File: src/rtl/tap_pkg.sv
`timescale 1ns/1ps
package tap_pkg;

    localparam int IR_W = 4;

    localparam logic [IR_W-1:0] OP_BOUNDARY = 4'b0000;
    localparam logic [IR_W-1:0] OP_IDENT    = 4'b0010;
    localparam logic [IR_W-1:0] OP_BYPASS   = 4'b1111;
    localparam logic [IR_W-1:0] IR_CAPTURE  = 4'b0001;

    typedef enum logic [3:0] {
        ST_RESET, ST_IDLE,
        ST_SEL_DR, ST_CAP_DR, ST_SH_DR, ST_EX1_DR, ST_PAUSE_DR, ST_EX2_DR, ST_UPD_DR,
        ST_SEL_IR, ST_CAP_IR, ST_SH_IR, ST_EX1_IR, ST_PAUSE_IR, ST_EX2_IR, ST_UPD_IR
    } tap_state_e;

    typedef enum logic [1:0] {
        PATH_BYPASS,
        PATH_IDENT,
        PATH_BOUNDARY
    } dr_path_e;

    typedef struct packed {
        logic cap_dr;
        logic sh_dr;
        logic upd_dr;
        logic cap_ir;
        logic sh_ir;
        logic upd_ir;
    } tap_strobe_t;

    function automatic tap_state_e tap_next(input tap_state_e s, input logic m);
        tap_state_e n;
        case (s)
            ST_RESET:    n = m ? ST_RESET    : ST_IDLE;
            ST_IDLE:     n = m ? ST_SEL_DR   : ST_IDLE;
            ST_SEL_DR:   n = m ? ST_SEL_IR   : ST_CAP_DR;
            ST_CAP_DR:   n = m ? ST_EX1_DR   : ST_SH_DR;
            ST_SH_DR:    n = m ? ST_EX1_DR   : ST_SH_DR;
            ST_EX1_DR:   n = m ? ST_UPD_DR   : ST_PAUSE_DR;
            ST_PAUSE_DR: n = m ? ST_EX2_DR   : ST_PAUSE_DR;
            ST_EX2_DR:   n = m ? ST_UPD_DR   : ST_SH_DR;
            ST_UPD_DR:   n = m ? ST_SEL_DR   : ST_IDLE;
            ST_SEL_IR:   n = m ? ST_RESET    : ST_CAP_IR;
            ST_CAP_IR:   n = m ? ST_EX1_IR   : ST_SH_IR;
            ST_SH_IR:    n = m ? ST_EX1_IR   : ST_SH_IR;
            ST_EX1_IR:   n = m ? ST_UPD_IR   : ST_PAUSE_IR;
            ST_PAUSE_IR: n = m ? ST_EX2_IR   : ST_PAUSE_IR;
            ST_EX2_IR:   n = m ? ST_UPD_IR   : ST_SH_IR;
            ST_UPD_IR:   n = m ? ST_SEL_DR   : ST_IDLE;
            default:     n = ST_RESET;
        endcase
        return n;
    endfunction

    function automatic dr_path_e decode_path(input logic [IR_W-1:0] op);
        dr_path_e p;
        if (op == OP_BOUNDARY)
            p = PATH_BOUNDARY;
        else if (op == OP_IDENT)
            p = PATH_IDENT;
        else
            p = PATH_BYPASS;
        return p;
    endfunction

    function automatic tap_strobe_t state_strobes(input tap_state_e s);
        tap_strobe_t t;
        t.cap_dr = (s == ST_CAP_DR);
        t.sh_dr  = (s == ST_SH_DR);
        t.upd_dr = (s == ST_UPD_DR);
        t.cap_ir = (s == ST_CAP_IR);
        t.sh_ir  = (s == ST_SH_IR);
        t.upd_ir = (s == ST_UPD_IR);
        return t;
    endfunction

endpackage

File: src/rtl/tap_fsm.sv
`timescale 1ns/1ps
module tap_fsm
    import tap_pkg::*;
(
    input  logic       tck,
    input  logic       rst_n,
    input  logic       tms,
    output tap_state_e state,
    output tap_state_e state_nx
);

    always_comb state_nx = tap_next(state, tms);

    always_ff @(posedge tck) begin
        if (!rst_n)
            state <= ST_RESET;
        else
            state <= state_nx;
    end

    // Independent run length of tms ones, used only by the checks below.
    logic [2:0] ones_run;
    always_ff @(posedge tck) begin
        if (!rst_n)
            ones_run <= 3'd0;
        else if (!tms)
            ones_run <= 3'd0;
        else if (ones_run != 3'd7)
            ones_run <= ones_run + 3'd1;
    end

    // the port reset lands in the reset state
    a_r1_pin_reset: assert property (@(posedge tck)
        !rst_n |=> state == ST_RESET);

    // the fifth consecutive tms one always lands in the reset state
    a_r1_five_ones: assert property (@(posedge tck) disable iff (!rst_n)
        (ones_run >= 3'd4 && tms) |=> state == ST_RESET);

    // shift-DR is left only with tms high
    a_r2_shift_leave: assert property (@(posedge tck) disable iff (!rst_n)
        (state == ST_SH_DR && !tms) |=> state == ST_SH_DR);

endmodule

File: src/rtl/tap_ir.sv
`timescale 1ns/1ps
module tap_ir
    import tap_pkg::*;
(
    input  logic            tck,
    input  logic            rst_n,
    input  tap_state_e      state,
    input  tap_state_e      state_nx,
    input  logic            tdi,
    output logic            ir_so,
    output logic [IR_W-1:0] ir_active
);

    logic [IR_W-1:0] ir_stage;

    always_ff @(posedge tck) begin
        if (!rst_n)
            ir_stage <= IR_CAPTURE;
        else if (state == ST_CAP_IR)
            ir_stage <= IR_CAPTURE;
        else if (state == ST_SH_IR)
            ir_stage <= {tdi, ir_stage[IR_W-1:1]};
    end

    always_ff @(posedge tck) begin
        if (!rst_n || state_nx == ST_RESET)
            ir_active <= OP_IDENT;
        else if (state_nx == ST_UPD_IR)
            ir_active <= ir_stage;
    end

    assign ir_so = ir_stage[0];

    // the active instruction moves only on entry to update-IR or reset
    a_r4_hold: assert property (@(posedge tck) disable iff (!rst_n)
        (state_nx != ST_UPD_IR && state_nx != ST_RESET) |=> $stable(ir_active));

    // the first bit presented in shift-IR is a one
    a_r3_first_bit: assert property (@(posedge tck) disable iff (!rst_n)
        (state == ST_CAP_IR) |=> ir_so);

endmodule

File: src/rtl/tap_dr_bank.sv
`timescale 1ns/1ps
module tap_dr_bank
    import tap_pkg::*;
#(
    parameter int              ID_W     = 32,
    parameter logic [ID_W-1:0] ID_VALUE = 32'h1E5C_A0B3
) (
    input  logic       tck,
    input  logic       rst_n,
    input  tap_state_e state,
    input  dr_path_e   path,
    input  logic       tdi,
    output logic       byp_so,
    output logic       id_so
);

    logic cap_byp, sh_byp, cap_id, sh_id;

    always_comb begin
        cap_byp = (state == ST_CAP_DR) && (path == PATH_BYPASS);
        sh_byp  = (state == ST_SH_DR)  && (path == PATH_BYPASS);
        cap_id  = (state == ST_CAP_DR) && (path == PATH_IDENT);
        sh_id   = (state == ST_SH_DR)  && (path == PATH_IDENT);
    end

    always_ff @(posedge tck) begin
        if (!rst_n || cap_byp)
            byp_so <= 1'b0;
        else if (sh_byp)
            byp_so <= tdi;
    end

    logic [ID_W-1:0] id_q;

    for (genvar b = 0; b < ID_W; b++) begin : g_id
        logic feed;
        if (b == ID_W - 1) begin : g_top
            assign feed = tdi;
        end else begin : g_mid
            assign feed = id_q[b+1];
        end
        always_ff @(posedge tck) begin
            if (!rst_n)
                id_q[b] <= 1'b0;
            else if (cap_id)
                id_q[b] <= ID_VALUE[b];
            else if (sh_id)
                id_q[b] <= feed;
        end
    end

    assign id_so = id_q[0];

    // the bypass stage delays tdi by one shift cycle
    a_r6_bypass_delay: assert property (@(posedge tck) disable iff (!rst_n)
        sh_byp |=> byp_so == $past(tdi));

    // the identification register presents its low bit after capture
    a_r7_id_first: assert property (@(posedge tck) disable iff (!rst_n)
        cap_id |=> id_so == ID_VALUE[0]);

endmodule

File: src/rtl/tap_controller.sv
`timescale 1ns/1ps
module tap_controller
    import tap_pkg::*;
#(
    parameter int              ID_W     = 32,
    parameter logic [ID_W-1:0] ID_VALUE = 32'h1E5C_A0B3
) (
    input  logic            tck,
    input  logic            tap_rst_n,
    input  logic            tms,
    input  logic            tdi,
    output logic            tdo,
    output logic            tdo_oe,
    output logic [IR_W-1:0] ir_value,
    output logic            dr_capture,
    output logic            dr_shift,
    output logic            dr_update,
    output logic            ir_capture,
    output logic            ir_shift,
    output logic            ir_update,
    output logic            bnd_sel,
    output logic            bnd_capture,
    output logic            bnd_shift,
    output logic            bnd_update,
    output logic            bnd_si,
    input  logic            bnd_so
);

    tap_state_e  state, state_nx;
    dr_path_e    path;
    tap_strobe_t stb;
    logic        ir_so, byp_so, id_so, sel_bit, in_shift;

    tap_fsm u_fsm (
        .tck      (tck),
        .rst_n    (tap_rst_n),
        .tms      (tms),
        .state    (state),
        .state_nx (state_nx)
    );

    tap_ir u_ir (
        .tck       (tck),
        .rst_n     (tap_rst_n),
        .state     (state),
        .state_nx  (state_nx),
        .tdi       (tdi),
        .ir_so     (ir_so),
        .ir_active (ir_value)
    );

    always_comb path = decode_path(ir_value);

    tap_dr_bank #(
        .ID_W     (ID_W),
        .ID_VALUE (ID_VALUE)
    ) u_dr (
        .tck    (tck),
        .rst_n  (tap_rst_n),
        .state  (state),
        .path   (path),
        .tdi    (tdi),
        .byp_so (byp_so),
        .id_so  (id_so)
    );

    always_comb stb = state_strobes(state);

    assign dr_capture = stb.cap_dr;
    assign dr_shift   = stb.sh_dr;
    assign dr_update  = stb.upd_dr;
    assign ir_capture = stb.cap_ir;
    assign ir_shift   = stb.sh_ir;
    assign ir_update  = stb.upd_ir;

    assign bnd_sel     = (path == PATH_BOUNDARY);
    assign bnd_capture = bnd_sel && stb.cap_dr;
    assign bnd_shift   = bnd_sel && stb.sh_dr;
    assign bnd_update  = bnd_sel && stb.upd_dr;
    assign bnd_si      = tdi;

    always_comb begin
        in_shift = stb.sh_dr || stb.sh_ir;
        if (stb.sh_ir) begin
            sel_bit = ir_so;
        end else begin
            case (path)
                PATH_IDENT:    sel_bit = id_so;
                PATH_BOUNDARY: sel_bit = bnd_so;
                default:       sel_bit = byp_so;
            endcase
        end
    end

    always_ff @(negedge tck) begin
        if (!tap_rst_n) begin
            tdo    <= 1'b0;
            tdo_oe <= 1'b0;
        end else begin
            tdo    <= sel_bit;
            tdo_oe <= in_shift;
        end
    end

    // the serial output is enabled only inside a shift state
    a_r9_oe_shift: assert property (@(posedge tck) disable iff (!tap_rst_n)
        tdo_oe |-> (dr_shift || ir_shift));

    // the state strobes never overlap
    a_r10_onehot: assert property (@(posedge tck) disable iff (!tap_rst_n)
        $onehot0({dr_capture, dr_shift, dr_update, ir_capture, ir_shift, ir_update}));

    // boundary strobes follow the DR strobes only under the boundary code
    a_r8_bnd_gate: assert property (@(posedge tck) disable iff (!tap_rst_n)
        (bnd_capture || bnd_shift || bnd_update) |-> (ir_value == OP_BOUNDARY));

    // boundary selection implies the boundary code
    a_r5_sel_code: assert property (@(posedge tck) disable iff (!tap_rst_n)
        bnd_sel |-> ir_value == OP_BOUNDARY);

endmodule

File: config.mk
export PLATFORM = sky130hd
export DESIGN_NAME = tap_controller
export DESIGN_NICKNAME = d
export VERILOG_FILES = /design/src/rtl/tap_pkg.sv /design/src/rtl/tap_fsm.sv /design/src/rtl/tap_ir.sv /design/src/rtl/tap_dr_bank.sv /design/src/rtl/tap_controller.sv
export SDC_FILE = /design/constraint.sdc
export NUM_CORES = 1
export LEC_CHECK = 0
export CORE_UTILIZATION = 45
export CTS_CLUSTER_SIZE = 10
export DETAILED_ROUTE_END_ITERATION = 7
export PLACE_DENSITY = 0.72
export REMOVE_ABC_BUFFERS = 1
export SLEW_MARGIN = 20
export SYNTH_ARGS = -nofsm -noshare
export SYNTH_HDL_FRONTEND = slang
export SYNTH_SLANG_ARGS = --single-unit
File: constraint.sdc
create_clock -name tck -period 1.4 [get_ports tck]
set_input_delay 0.14 -clock tck [delete_from_list [all_inputs] [get_ports tck]]
set_output_delay 0.14 -clock tck [all_outputs]
set_load 0.01 [all_outputs]
Word level (Yosys, flattened, before mapping) --
Cells that the tools add are included.
Cells by class: reduce and logical (&&, ||, !) cells 21, multiplexer cells 47, equal/unequal tests 19, bitwise logic cells 1
Operators with widths (number):
- $pmux W4 S12 | 1
- $eq A4 B4 Y1 const B | 9
- $mux W1 | 35
- $eq A4 B3 Y1 const B | 4
- $mux W4 | 4
- $eq A4 B2 Y1 const B | 3
- $logic_not A4 Y1 | 3
- $mux W2 | 4
- $reduce_or A2 Y1 | 4
- $logic_and A1 B1 Y1 | 7
- $mux W3 | 2
- $eq A4 B1 Y1 const B | 1
- $logic_or A1 B1 Y1 | 3
- $reduce_or A3 Y1 | 1
- $eq A2 B1 Y1 const B | 1
- $eq A2 B2 Y1 const B | 1
- $logic_not A2 Y1 | 1
- $pmux W1 S2 | 1
- $reduce_bool A2 Y1 | 1
- $logic_not A1 Y1 | 1
- $not A1 Y1 | 1
Storage, ports and cells: output and inout port bits 17, logic and storage cells 126, input bits 5, flip-flop bits (word level) 47

Depth between registers and ports, before layout --
word-level depth 7, gate-level depth with buffers 6, gate-level depth less buffers 4

By module --
From an unflattened synthesis, not the netlist that was laid out.
Second synthesis, totals: cells, all modules 263, area, all modules 2274.7 um^2
By module, submodules not included:
- tap_dr_bank | sequential area each 660.6 um^2, area each 1326.3 um^2, cells an instance 159, instances 1
- tap_fsm | sequential area each 80.1 um^2, area each 384.1 um^2, cells an instance 45, instances 1
- tap_ir | sequential area each 160.2 um^2, area each 346.6 um^2, cells an instance 33, instances 1
- tap_controller | sequential area each 40.0 um^2, area each 217.7 um^2, cells an instance 26, instances 1

==> metrics.md <==
| Metric | Value |
|---|---|
| Drt pass-1 iters | `4` |
| Crit path kind | `flip-flop to flip-flop` |
| GR Overflow Total | `0` |
| Crit path capture type | `flip-flop` |
| Initial antenna violation count | `0` |
| Chip Height | `67.4 um` |
| CP max FO | `2` |
| DRT antenna net count | `0` |
| First-pass GRT wire length | `6740 um` |
| Worst-Margin Slew | `0.334 ns` |
| Diodes inserted | `0` |
| Metal-1 WL | `2200 um` |
| Core area | `4060 um2` |
| Pleak | `0.00114 uW` |
| Setup Slack @ Placement | `-0.468 ns` |
| Top_reg_cell synth | `dfxtp_1` |
| Clock transition at path regs | `0.08 ns` |
| Cells after Synth | `214` |
| Worst setup SP type | `flip-flop` |
| Post-DR vias/cell | `5.63` |
| Post-DR wirelength/cell | `16.0 um` |
| Seq/Total Area, Yosys | `0.489` |
| Clock Tree Root | `clkbuf_8` |
| H-tree depth | `2` |
| CTS buffer count | `5` |
| Rows | `23` |
| Cell taking the most area after synthesis | `dfxtp_1` |
| Area contributors post-synth | `dfxtp_1 (49%), o221a_2 (8.8%), nand2_1 (7.2%)` |
| Gpl congestion | `0.836` |
| Setup TNS | `-11.18 ns` |
| Synth-to-Final Area Change | `49.4%` |
| Status | `finished, violations left` |
| Number of global-route vias before repair | `1432` |
| Layout Nets | `277` |
| Initial cell density of the core | `0.474` |
| DP Wirelength | `2720 um` |
| Layout cell share with drive strength beyond 1 | `0.436` |
| Pwr dens | `986 nW/um2` |
| DRC | `0` |
| RSZ-0062 raised after global routing | `yes` |
| Peak VDD IR | `0.000871 V` |
| Skew final | `0.0614 ns` |
| Worst path cell trace | `nor3_4, nor2_1, a211o_1, a21oi_1` |
| Clk_lat worst skew | `0.35 ns` |
| CP max stage cell | `dfxtp_2` |
| Min-Delay Path Class | `flip-flop to flip-flop` |
| Largest net degree at the start of global routing | `33` |
| Failing checks | `setup timing` |
| WL met2 | `2640 um` |
| Worst EP arrival | `1.30 ns` |
| Buffer depth of the longest clock path | `2` |
| GRT Total Usage | `0.205` |
| Clk sink count | `47` |
| Top sig layer | `met4` |
| Final Max Tran Viols | `0` |
| Max-cap violations | `0` |
| Yosys top cell area share | `0.489` |
| Final Setup Violations | `47` |
| Final wirelength | `5160 um` |
| Vias | `1818` |
| Final Hold Viols | `0` |
| Synth cell types | `35` |
| Critical Path RT | `0.97 ns` |
| Hold_buf cts | `0` |
| Starting DRC count in detailed routing | `101` |
| Die ar. | `4540 um2` |
| Die W | `67.4 um` |
| IO Pins | `22` |
| Number of synthesized flops with an enable pin | `0` |
| I/O Buffers | `21` |
| Relative slew slack | `0.777` |
| #FFs+latches synth | `47` |
| Top-count cell post-synth | `dfxtp_1` |
| Top cells by count, synth | `dfxtp_1 (47), nand2_1 (37), o22ai_1 (17), o221a_2 (15), nor2_1 (14)` |
| Asr flop ratio synth | `0` |
| Filler cells | `270` |
| WL met3 | `238 um` |
| CTS tree | `built` |
| Synthesized cell area | `1920 um2` |
| Worst setup margin | `-0.328 ns` |
| CP max stage delay | `0.35 ns` |
| Syn_area_per_cell | `8.99 um2` |
| Ys Warns | `0` |
## logic make-up (layout without fill, tap and decap cells)
logic type	Yosys count	count (layout)	share of synthesized area
DFF	47	47	0.489
xor gates and xnor gates	1	1	0.00456
muxes	4	4	0.0208
buffers and inverters	26	85	0.0638
AOI/OAI and AO/OA	57	57	0.220
and+or+nand+nor	79	79	0.202
## final timing paths
kind	from	to	cells after the start	slack [ns]
min	u_dr.g_id[17].feed	u_dr.g_id[16].feed	2	0.48
max	u_ir.ir_active[3]	tdo	4	-0.33
min reg2reg	u_dr.g_id[17].feed	u_dr.g_id[16].feed	2	0.48
max reg2reg	u_ir.ir_active[3]	tdo	4	-0.33
## timing repair
item | CTS | global route
cloned | 2 | 0
buffers inserted | 9 | 8
hold endpoints to repair | 0 | 0
endpoints found under the setup margin | 54 | 54
gates resized for setup | 67 | 48
pin swaps | 8 | 13
## registers in the layout, indices dropped and copies added, names as in the netlist
register	cells
u_dr.id_so	1
u_ir.ir_stage	4
u_fsm.state	4
u_ir.ir_active	4
tdo	1
tdo_oe	1
u_dr.byp_so	1
u_dr.g_id.feed	31
## stage by stage
step	instances	power (uW)	utilization	hold WS [ns]	cell area (um2)
6_report	323	2830	0.708	0.479	2870
5_1_grt	323	2920	0.708	0.502	2870
4_1_cts	317	2790	0.656	0.475	2660
3_5_place_dp	298	1630	0.584	0.463	2370
3_3_place_gp	298	1620	0.584	0.458	2370
2_1_floorplan	194	1510	-	0.216	1820
## placed cells by master, fill, tap and decap left out, types with 7 or more instances in the layout
cell	n
a21oi_1	8
buf_2	7
buf_4	33
buf_6	13
dfxtp_1	39
dfxtp_2	7
nand2_1	37
nor2_1	11
o221a_2	15
o22ai_1	9
o22ai_2	7
## metal layers
layer  global-route usage  vias up
met5                    0        -
met1                0.266      871
met4               0.0718        0
met3               0.0456        9
li1                     -      881
met2                0.331       57
## area by class of cell
type	instances	area, um2	area share
clock buffer	6	72.6	0.0253
inverter	5	21.3	0.00740
clock inverter	4	67.6	0.0235
multi-input combinational	141	1020	0.357
sequential	47	953	0.332
timing repair buffer	70	672	0.234
tap	50	62.6	0.0218
## worst max-delay path: cells and delay by family, from the launching register on
family | cells | cell delay, ns
flops | 1 | 0.35
simple gates | 2 | 0.27
compound gates | 2 | 0.38
## report_power, final
part	internal (uW)	switching (uW)
clock	721	446
combinational	148	145
sequential	1360	15.6
total	2230	606
(Power assumes the default switching activity.)
